<file path="src/rtl/adc_frame_pkg.sv">
// Package: shared constants, state type and command builder for the
// SPI ADC frame reader. Assumes a 24-bit frame and a 13-bit result.
package adc_frame_pkg;
    localparam int FRAME_BITS = 24;
    localparam int RES_BITS   = 13;
    localparam int CH_BITS    = 3;
    localparam int HALF_EDGES = 2 * FRAME_BITS;
    localparam int HCNT_W     = $clog2(HALF_EDGES);

    typedef enum logic [1:0] {
        ST_IDLE  = 2'd0,
        ST_LEAD  = 2'd1,
        ST_SHIFT = 2'd2,
        ST_TRAIL = 2'd3
    } frame_st_t;

    // Compose the outgoing word: zero padding, start bit, mode, channel.
    function automatic logic [FRAME_BITS-1:0] build_cmd(
        input logic               sgl,
        input logic [CH_BITS-1:0] ch
    );
        build_cmd = {6'b000000, 1'b1, sgl, ch, 5'b00000, 8'h00};
    endfunction
endpackage

</file>
<file path="src/rtl/adc_half_tick.sv">
// Module: half-period tick generator. Emits one-cycle ticks every
// HALF_DIV clocks while run is high; restarts its count when run drops.
// Assumes HALF_DIV >= 1.
module adc_half_tick #(
    parameter int HALF_DIV = 4
) (
    input  logic clk,
    input  logic rst_n,
    input  logic run,
    output logic tick
);
    localparam int CW = (HALF_DIV > 1) ? $clog2(HALF_DIV) : 1;
    localparam logic [CW-1:0] LAST = CW'(HALF_DIV - 1);

    logic [CW-1:0] cnt;

    assign tick = run && (cnt == LAST);

    // Count system clocks within a half period.
    always_ff @(posedge clk) begin
        if (!rst_n || !run || tick) begin
            cnt <= '0;
        end else begin
            cnt <= cnt + 1'b1;
        end
    end
endmodule

</file>
<file path="src/rtl/adc_frame_seq.sv">
// Module: frame sequencer. Drives chip select, SCLK and MOSI for one
// 24-clock frame and shifts in MISO on rising edges. Assumes tick comes
// from adc_half_tick and cmd_word is stable in the cycle start is seen.
module adc_frame_seq
    import adc_frame_pkg::*;
#(
    parameter bit IDLE_HIGH = 1'b0
) (
    input  logic                  clk,
    input  logic                  rst_n,
    input  logic                  start,
    input  logic [FRAME_BITS-1:0] cmd_word,
    input  logic                  tick,
    input  logic                  miso,
    output logic                  cs_n,
    output logic                  sclk,
    output logic                  mosi,
    output logic                  busy,
    output logic                  frame_end,
    output logic [FRAME_BITS-1:0] rx_word
);
    localparam logic [HCNT_W-1:0] LAST_HALF = HCNT_W'(HALF_EDGES - 1);

    frame_st_t             state;
    logic [FRAME_BITS-1:0] tx_sr;
    logic [HCNT_W-1:0]     hcnt;

    assign busy      = (state != ST_IDLE);
    assign mosi      = tx_sr[FRAME_BITS-1];
    assign frame_end = (state == ST_TRAIL) && tick;

    // Step the frame: lead gap, 48 half periods, trail gap.
    always_ff @(posedge clk) begin
        if (!rst_n) begin
            state   <= ST_IDLE;
            cs_n    <= 1'b1;
            sclk    <= IDLE_HIGH;
            tx_sr   <= '0;
            rx_word <= '0;
            hcnt    <= '0;
        end else begin
            case (state)
                ST_IDLE: begin
                    if (start) begin
                        tx_sr <= cmd_word;
                        cs_n  <= 1'b0;
                        hcnt  <= '0;
                        state <= ST_LEAD;
                    end
                end
                ST_LEAD: begin
                    if (tick) begin
                        sclk  <= 1'b0;
                        state <= ST_SHIFT;
                    end
                end
                ST_SHIFT: begin
                    if (tick) begin
                        if (!hcnt[0]) begin
                            sclk    <= 1'b1;
                            rx_word <= {rx_word[FRAME_BITS-2:0], miso};
                            hcnt    <= hcnt + 1'b1;
                        end else if (hcnt == LAST_HALF) begin
                            sclk  <= IDLE_HIGH;
                            state <= ST_TRAIL;
                        end else begin
                            sclk  <= 1'b0;
                            tx_sr <= {tx_sr[FRAME_BITS-2:0], 1'b0};
                            hcnt  <= hcnt + 1'b1;
                        end
                    end
                end
                ST_TRAIL: begin
                    if (tick) begin
                        cs_n  <= 1'b1;
                        state <= ST_IDLE;
                    end
                end
                default: state <= ST_IDLE;
            endcase
        end
    end

    AST_CS_IDLE: assert property (@(posedge clk) disable iff (!rst_n)
        !busy |-> cs_n);
    AST_SCLK_PARKED: assert property (@(posedge clk) disable iff (!rst_n)
        cs_n |-> (sclk == IDLE_HIGH));
    AST_MOSI_ON_FALL: assert property (@(posedge clk) disable iff (!rst_n)
        (!$stable(mosi) && !$past(cs_n)) |-> $fell(sclk));
endmodule

</file>
<file path="src/rtl/adc_result_reg.sv">
// Module: result holder. Captures sign, magnitude and null bit from the
// received word at frame end and raises a one-cycle done pulse.
// Assumes rx_word is complete in the cycle frame_end is high.
module adc_result_reg
    import adc_frame_pkg::*;
(
    input  logic                  clk,
    input  logic                  rst_n,
    input  logic                  frame_end,
    input  logic [FRAME_BITS-1:0] rx_word,
    output logic [RES_BITS-1:0]   result,
    output logic                  null_err,
    output logic                  done
);
    // Latch the result field and null bit; pulse done.
    always_ff @(posedge clk) begin
        if (!rst_n) begin
            result   <= '0;
            null_err <= 1'b0;
            done     <= 1'b0;
        end else begin
            done <= frame_end;
            if (frame_end) begin
                result   <= rx_word[RES_BITS-1:0];
                null_err <= rx_word[RES_BITS];
            end
        end
    end

    AST_DONE_PULSE: assert property (@(posedge clk) disable iff (!rst_n)
        done |=> !done);
endmodule

</file>
<file path="src/rtl/adc_frame_master.sv">
// Module: top of the SPI ADC frame reader. Builds the command word,
// runs the frame and presents the registered result.
// Assumes HALF_DIV >= 1; IDLE_HIGH picks mode 3 (1) or mode 0 (0).
module adc_frame_master
    import adc_frame_pkg::*;
#(
    parameter int HALF_DIV  = 4,
    parameter bit IDLE_HIGH = 1'b0
) (
    input  logic                clk,
    input  logic                rst_n,
    input  logic                start,
    input  logic                sgl_diff,
    input  logic [CH_BITS-1:0]  channel,
    input  logic                miso,
    output logic                cs_n,
    output logic                sclk,
    output logic                mosi,
    output logic                busy,
    output logic                done,
    output logic [RES_BITS-1:0] result,
    output logic                null_err
);
    logic                  tick;
    logic                  frame_end;
    logic [FRAME_BITS-1:0] cmd_word;
    logic [FRAME_BITS-1:0] rx_word;

    assign cmd_word = build_cmd(sgl_diff, channel);

    adc_half_tick #(.HALF_DIV(HALF_DIV)) tick_i (
        .clk   (clk),
        .rst_n (rst_n),
        .run   (busy),
        .tick  (tick)
    );

    adc_frame_seq #(.IDLE_HIGH(IDLE_HIGH)) seq_i (
        .clk       (clk),
        .rst_n     (rst_n),
        .start     (start),
        .cmd_word  (cmd_word),
        .tick      (tick),
        .miso      (miso),
        .cs_n      (cs_n),
        .sclk      (sclk),
        .mosi      (mosi),
        .busy      (busy),
        .frame_end (frame_end),
        .rx_word   (rx_word)
    );

    adc_result_reg res_i (
        .clk       (clk),
        .rst_n     (rst_n),
        .frame_end (frame_end),
        .rx_word   (rx_word),
        .result    (result),
        .null_err  (null_err),
        .done      (done)
    );

    AST_BUSY_HOLDS: assert property (@(posedge clk) disable iff (!rst_n)
        (busy && start) |=> (busy || done));
    AST_DONE_IDLE: assert property (@(posedge clk) disable iff (!rst_n)
        done |-> (!busy && cs_n && $past(busy)));
endmodule

</file>
<file path="config.mk">
export PLATFORM = sky130hd
export DESIGN_NAME = adc_frame_master
export DESIGN_NICKNAME = d
export VERILOG_FILES = /design/src/rtl/adc_frame_pkg.sv /design/src/rtl/adc_half_tick.sv /design/src/rtl/adc_frame_seq.sv /design/src/rtl/adc_result_reg.sv /design/src/rtl/adc_frame_master.sv
export SDC_FILE = /design/constraint.sdc
export NUM_CORES = 1
export LEC_CHECK = 0
export BUFFER_PORTS_ARGS = -buffer_cell sky130_fd_sc_hd__buf_2
export CAP_MARGIN = 5
export CELL_PAD_IN_SITES_DETAIL_PLACEMENT = 0
export CELL_PAD_IN_SITES_GLOBAL_PLACEMENT = 1
export CORE_MARGIN = 4
export CORE_UTILIZATION = 39
export CTS_CLUSTER_SIZE = 14
export DETAILED_ROUTE_END_ITERATION = 10
export PLACE_DENSITY = 0.74
export SYNTH_ARGS = -nofsm -noshare
export SYNTH_HDL_FRONTEND = slang
export SYNTH_SLANG_ARGS = --single-unit
</file>
<file path="constraint.sdc">
create_clock -name clk -period 1.65 [get_ports clk]
set_input_delay 0.2475 -clock clk [delete_from_list [all_inputs] [get_ports clk]]
set_output_delay 0.2475 -clock clk [all_outputs]
set_load 0.01 [all_outputs]
</file>
==> results of run 1 <==
final cells by class:
class                           instances  area [sq um]  share of cell area
Timing Repair Buffer                   47         329.1              0.1278
Clock buffer                            5         68.82             0.02672
Clock inverter                          3         21.27            0.008260
Multi-Input combinational cell        148          1008              0.3916
Sequential cell                        52          1045              0.4057
Inverter                                4         15.01            0.005831
Tap cell                               70         87.58             0.03401
flip-flops by register name, indices dropped and copies added (netlist names):
signal / flops
res_i.done: 1
seq_i.hcnt: 6
seq_i.tx_sr: 11
res_i.null_err: 1
seq_i.cs_n: 1
seq_i.sclk: 1
tick_i.cnt: 2
seq_i.rx_word: 14
res_i.result: 13
seq_i.state: 2
cells by family after synthesis:
logic type                 synth area share
buffers and inverters               0.04057
muxes                               0.01909
adders and majority gates           0.03580
and+or+nand+nor                      0.1742
xor gates and xnor gates           0.008355
AOI/OAI and AO/OA                    0.2255
DFF                                  0.4964
how the worst max path moves through the flow:
stage / start / end / slack [ns] / cells past startpoint
floorplan: seq_i.state[0] / seq_i.hcnt[3] / 0.02 / 7
global placement: seq_i.state[0] / seq_i.tx_sr[14] / 0.08 / 6
detailed placement: seq_i.state[1] / seq_i.hcnt[3] / -0.002 / 6
CTS: seq_i.state[1] / seq_i.hcnt[3] / 0.04 / 6
global route: seq_i.state[1] / seq_i.hcnt[2] / -0.008 / 7
finish: seq_i.state[1] / seq_i.tx_sr[16] / 0.08 / 6
metrics by stage:
stage	instances	cell area, sq um	util	setup WS (ns)	hold WS (ns)
2_1_floorplan	219	2100	-	0.02446	0.3924
3_3_place_gp	320	2435	0.4707	0.07999	0.4155
3_5_place_dp	320	2435	0.4707	-0.001792	0.4201
4_1_cts	328	2526	0.4884	0.04473	0.1756
5_1_grt	329	2575	0.4978	-0.007979	0.1942
6_report	329	2575	0.4978	0.07897	0.1854
where the power goes:
group / switching (mW) / internal (mW) / leakage, nW
Sequential: 0.0383 / 1.32 / 0.422
Combinational: 0.325 / 0.288 / 0.594
Clock: 0.434 / 0.302 / 0.0445
Total: 0.798 / 1.91 / 1.06
critical path, cell delays in order (launching register included):
cell and delay (ns):
dfxtp_2 0.34, buf_4 0.13, ha_4 0.16, buf_4 0.17, or2_2 0.42, nand2_1 0.15, o211a_1 0.15
per-layer routing:
metal / vias up / share of wire / GRT usage
li1: 849 / - / -
met1: 775 / 0.50 / 0.1834
met2: 39 / 0.44 / 0.2158
met3: 5 / 0.052 / 0.03659
met4: 0 / 0.013 / 0.04561
met5: - / 0 / 0
repair_timing:
action	in CTS	in global routing
pin swaps	0	4
setup endpoints to repair	1	37
hold buffers	0	0
resized for setup	1	13
buffers inserted	0	1
layout by cell type (no fill, tap or decap), types with 2 or more instances in the layout:
| cell type | instances |
|---|---|
| a22o_1 | 14 |
| dfxtp_1 | 49 |
| nand2_1 | 41 |
| a21oi_1 | 3 |
| mux2i_1 | 4 |
| buf_4 | 17 |
| a21boi_0 | 16 |
| inv_2 | 2 |
| clkbuf_8 | 5 |
| buf_2 | 26 |
| nor3_1 | 2 |
| o22ai_1 | 2 |
| a32oi_1 | 2 |
| o211a_1 | 4 |
| o21ai_0 | 3 |
| nor2_1 | 4 |
| buf_12 | 3 |
| ha_4 | 2 |
| dfxtp_2 | 3 |
| nand3_1 | 11 |
| a21boi_1 | 6 |
| nor2b_1 | 3 |
| o21ai_1 | 3 |
| inv_1 | 2 |
| ha_1 | 4 |
==> impl_results.md, run 1 <==
- Status: finished, final reports clean
- RR Endpoint: seq_i.tx_sr[16]
- Max Clock Skew: between 0.007 and 0.008 ns
- Drt total wl: 4.207 mm
- Final period utilization: 0.9521
- Hold path endpoint: seq_i.tx_sr[13]
- Global-route wire length before repair: 7.113 mm
- Drt pass-1 iters: 4
- CTS buffer count: 5
- Insertion delay of the later-clocked pin in the worst-skew pair: around 0.31 ns
- Max-slew headroom: 0.7897
- Pwr dens: 1053 nW/um^2
- Yosys warnings: 0
- Synth area leaders: dfxtp_1, nand2_1, a21boi_0, a22o_1, ha_1
- Via count: 1668
- Pins Over Slew Limit: 0
- Yosys top cell by area: dfxtp_1
- Seq/Total Area, Yosys: 0.4964
- Post-Syn Area per Cell: 9.575 sq um
- Crit end category: register
- Number of synthesized flops with an enable pin: 0
- P_leak: about 1.1 nW
- Initial DRC Count: 95
- Most numerous cell in the Yosys netlist: dfxtp_1
- Tot Pwr: around 2.7 mW
- Diode count: 0
- Initial Util: 0.4054
- Worst-path clk slew: 0.10 ns
- H-tree depth: 2
- Final setup vio count: 0
- Total track usage: 0.1379
- Largest net degree at the start of global routing: 30
- Grt ovf: 0
- Core Region: 5172 sq um
- Vias per cell: around 5.1
- Clock Tree Root: clkbuf_8
- Synth top area share: 0.4964
- CTS Buffer Depth: 2
- Final Critical Period: 1.571 ns
- Die height: 81.33 um
- Worst-path fanout max: 10
- Vias in the first global route: between 1500 and 2000
- Row count: 26
- I/O Pins: 27
- CTS tree: done
- Clk sinks: 52
- Area Growth Syn to Fin: 22.79%
- Hold Crit Depth: 3
- Fillers: 501
- Post-route ant nets: 0
- Hold path start: channel[0]
- Cells after Synth: around 220
- Nets: around 270
- Layout cells sized above 1: 0.2625
- Syn_nets: 233
- Critical path data arrival time: 1.83 ns
- Initial antenna violation count: 0
- Worst reg-to-reg setup slack: 0.08 ns
- Worst r2r src: seq_i.state[1]
- R2R depth: 6
- Routed len/inst: about 13 um
- Final setup TNS: 0 ns
- Die X-Extent: 81.33 um
- Worst-margin pin slew: 0.3146 ns
- Final hold vios: 0
- Crit path kind: register to register
- IO buf count: 26
- RePlAce Congestion: 0.8506
- Critical Path Source Type: register
- #FFs+latches synth: 52
- Async set or reset register ratio after synthesis: 0
- Worst endpoint required time: around 1.9 ns
- F_max: 636.5 MHz
- Unique masters post-synth: 42
- Top post-synthesis cells by count: dfxtp_1, nand2_1, a21boi_0, a22o_1, nand3_1
- Synthesized area: 2097 sq um
- Max VDD drop: 0.4055 mV
- Max Cap Viol: 0
- Total die area: 6614 sq um
- Hpwl dp: 2.962 mm
- # DRC: 0
- Hold WC Path Type: input pin to register
- Ys flop type: dfxtp_1
Note: power is estimated with default switching activity, not from simulation.
==> inputs of run 2 (changes only) <==
--- a/config.mk
+++ b/config.mk
@@ -5,12 +5,13 @@
 export SDC_FILE = /design/constraint.sdc
 export NUM_CORES = 1
 export LEC_CHECK = 0
+export ABC_AREA = 1
 export BUFFER_PORTS_ARGS = -buffer_cell sky130_fd_sc_hd__buf_2
 export CAP_MARGIN = 5
 export CELL_PAD_IN_SITES_DETAIL_PLACEMENT = 0
 export CELL_PAD_IN_SITES_GLOBAL_PLACEMENT = 1
 export CORE_MARGIN = 4
-export CORE_UTILIZATION = 39
+export CORE_UTILIZATION = 38
 export CTS_CLUSTER_SIZE = 14
 export DETAILED_ROUTE_END_ITERATION = 10
 export PLACE_DENSITY = 0.74
==> impl_results.md, run 2 <==
- Status: finished, final reports clean
- Yosys top cell by area: dfxtp_1
- Worst-margin pin slew: 0.3506 ns
- Worst Setup Slack, final: 0.1242 ns
- Register area: 1047 sq um
- Syn_nets: 284
- Hpwl dp: 3.162 mm
- F_max: 655.4 MHz
- P_leak: between 1 and 1.5 nW
- Total die area: 7022 sq um
- Vias per cell: 4.806
- Clock Tree Root: clkbuf_8
- Worst reg-to-reg setup slack: 0.12 ns
- H-tree depth: 2
- Grt ovf: 0
- Tot Pwr: between 3 and 4 mW
- Seq/Total Area, Yosys: 0.4768
- Drt total wl: 4.517 mm
- Worst-path fanout max: 7
- Drt pass-1 iters: 4
- Routed len/inst: 11.82 um
- Final hold vios: 0
- Hold Crit Depth: 3
- Initial Util: 0.3941
- Pins Over Slew Limit: 0
- Max reg flops: 14
- Final setup TNS: 0 ns
- Worst-path cell chain: inv_2 > ha_4 > inv_2 > nand2_4 > nand2_4 > nand2_4 > nor2_8 > buf_4 > nand3_1 > nand2_1 > inv_1 > nor2_1
- Dpl ws: -0.002544 ns
- Worst r2r src: seq_i.state[1]
- Unique masters post-synth: 30
- RR Endpoint: seq_i.hcnt[5]
- Hold slack: 0.2239 ns
- Die X-Extent: between 80 and 90 um
- Crit path kind: register to register
- Max Clock Skew: between 0.003 and 0.004 ns
- Most numerous cell in the Yosys netlist: dfxtp_1
- Final period utilization: 0.9248
- Synth top area share: 0.4768
- Number of synthesized flops with an enable pin: 0
- CTS tree: done
- CTS buffer count: 5
- Ys flop type: dfxtp_1
- Largest incremental delay on the critical path: 0.39 ns
- Worst endpoint required time: 1.89 ns
- Layout cells sized above 1: 0.2452
- Final setup vio count: 0
- Cts-stage hold buffer count: 0
- Synth area leaders: dfxtp_1, nand2_1, inv_1, o21ai_0, a21oi_1
- Hold WC Path Type: input pin to register
- Top reg by flops: seq_i.rx_word
- Hold path endpoint: seq_i.tx_sr[13]
- R2R depth: 12
- Max-slew headroom: 0.7654
- # DRC: 0
- RSZ-0062 raised after global routing: no
- Most frequent cells in the layout: dfxtp_1, nand2_1, inv_1, buf_2, nor2_1
- Initial DRC Count: 94
- Max Cap Viol: 0
- Via count: 1836
- I/O Pins: 27
- Synthesized area: roughly 2200 sq um
- Largest regs: seq_i.rx_word (14), res_i.result (13), seq_i.tx_sr (11)
- Hold path start: channel[0]
- #FFs+latches synth: 52
- Diode count: 0
- WP buf/inv: 4
- Post-Syn Area per Cell: just over 8 sq um
- Max VDD drop: 0.5199 mV
- Async set or reset register ratio after synthesis: 0
- Most used cell, CP: nand2_4
- Pwr dens: 1436 nW/um^2
- Initial antenna violation count: 0
- Critical Path Source Type: register
- Multi-input gate area in the final layout: just over 1000 sq um
- IO buf count: 26
- Crit end category: register
- Post-route ant nets: 0
- Commonest non-fill, non-tap cell in the layout: dfxtp_1
- Top post-synthesis cells by count: dfxtp_1, nand2_1, inv_1, nor2_1, o21ai_0
- Die height: between 80 and 90 um
- Core Region: 5540 sq um
- Final Critical Period: around 1.5 ns
- Yosys warnings: 0
- Clk sinks: 52
- RePlAce Congestion: 0.7823
- Critical path data arrival time: 1.77 ns
- Largest net degree at the start of global routing: 35
- Vias in the first global route: 1669
- Area Growth Syn to Fin: 20.63%
- CTS Buffer Depth: 2
- Nets: roughly 320
- Fillers: 590
- Insertion delay of the later-clocked pin in the worst-skew pair: 0.30 ns
- Max stage delay cell, worst path: dfxtp_4
- CP top delay family: simple AND/OR/NAND/NOR gates
- Cells after Synth: 270
- Total track usage: 0.1322
- Row count: 27
- Worst-path clk slew: roughly 0.090 ns
- Global-route wire length before repair: 7.686 mm
run 2: cell count changes after synthesis, sizes merged, moves of 9 or more:
cell,delta
inv,+29
a22o,-9
a21boi,-22
nor2,+25
nand4,+9
nand3,+9
o21ai,+23
nand2,+10
a21oi,+14
run 2: routing by layer:
layer,routed length (um),vias to the layer above,track usage
met4,42,0,0.03509
met5,0,-,0
met3,127,5,0.03949
met1,2226,832,0.1712
met2,2120,31,0.2140
li1,-,968,-
run 2: power breakdown:
| group | total [mW] | switching [mW] | internal, mW |
|---|---|---|---|
| registers | 1.46 | 0.0771 | 1.38 |
| clock network | 0.714 | 0.411 | 0.302 |
| logic | 1.61 | 0.938 | 0.671 |
run 2: logic make-up after synthesis:
kind of cell	Yosys count	share of synthesized area
compound gates	53	0.1312
fa+ha+maj	6	0.03438
buf+inv	43	0.08366
flops	52	0.4768
simple gates	113	0.2602
mux	3	0.01375
run 2: layout make-up:
class	count	area share
Clock buffer	6	0.02755
Tap cell	72	0.03420
Inverter	33	0.04703
Sequential cell	52	0.3976
Multi-Input combinational cell	177	0.3919
Clock inverter	2	0.006176
Timing Repair Buffer	40	0.09549
run 2: worst register-to-register path, delay by kind of cell, from the launching register on:
family	cells	cell delay, ns
adder cells (fa/ha/maj)	1	0.17
buffers and inverters	4	0.29
flip-flops	1	0.39
AND/OR/NAND/NOR	7	0.61
run 2: through the flow:
stage | cell area (sq um) | std cells | utilization
2_1_floorplan | 2183 | 270 | -
4_1_cts | 2530 | 377 | 0.4566
3_5_place_dp | 2440 | 369 | 0.4404
6_report | 2634 | 382 | 0.4754
5_1_grt | 2634 | 382 | 0.4754
3_3_place_gp | 2440 | 369 | 0.4404
run 2: worst max-delay path by stage:
stage	cells after the start	slack, ns	to	from
final	12	0.12	seq_i.hcnt[5]	seq_i.state[1]
after global routing	12	0.008	seq_i.hcnt[5]	seq_i.state[1]
after CTS	10	0.02	seq_i.tx_sr[13]	seq_i.state[1]
after detailed placement	10	-0.003	seq_i.tx_sr[13]	seq_i.state[1]
after global placement	11	0.08	seq_i.tx_sr[17]	seq_i.state[1]
after floorplan	10	0.12	seq_i.tx_sr[13]	seq_i.state[0]
run 2: repair_timing:
action / in CTS / in global routing
cloned: 0 / 2
pin swaps: 0 / 5
endpoints found under the setup margin: 9 / 34
gates resized for setup: 1 / 15
setup buffers: 0 / 3
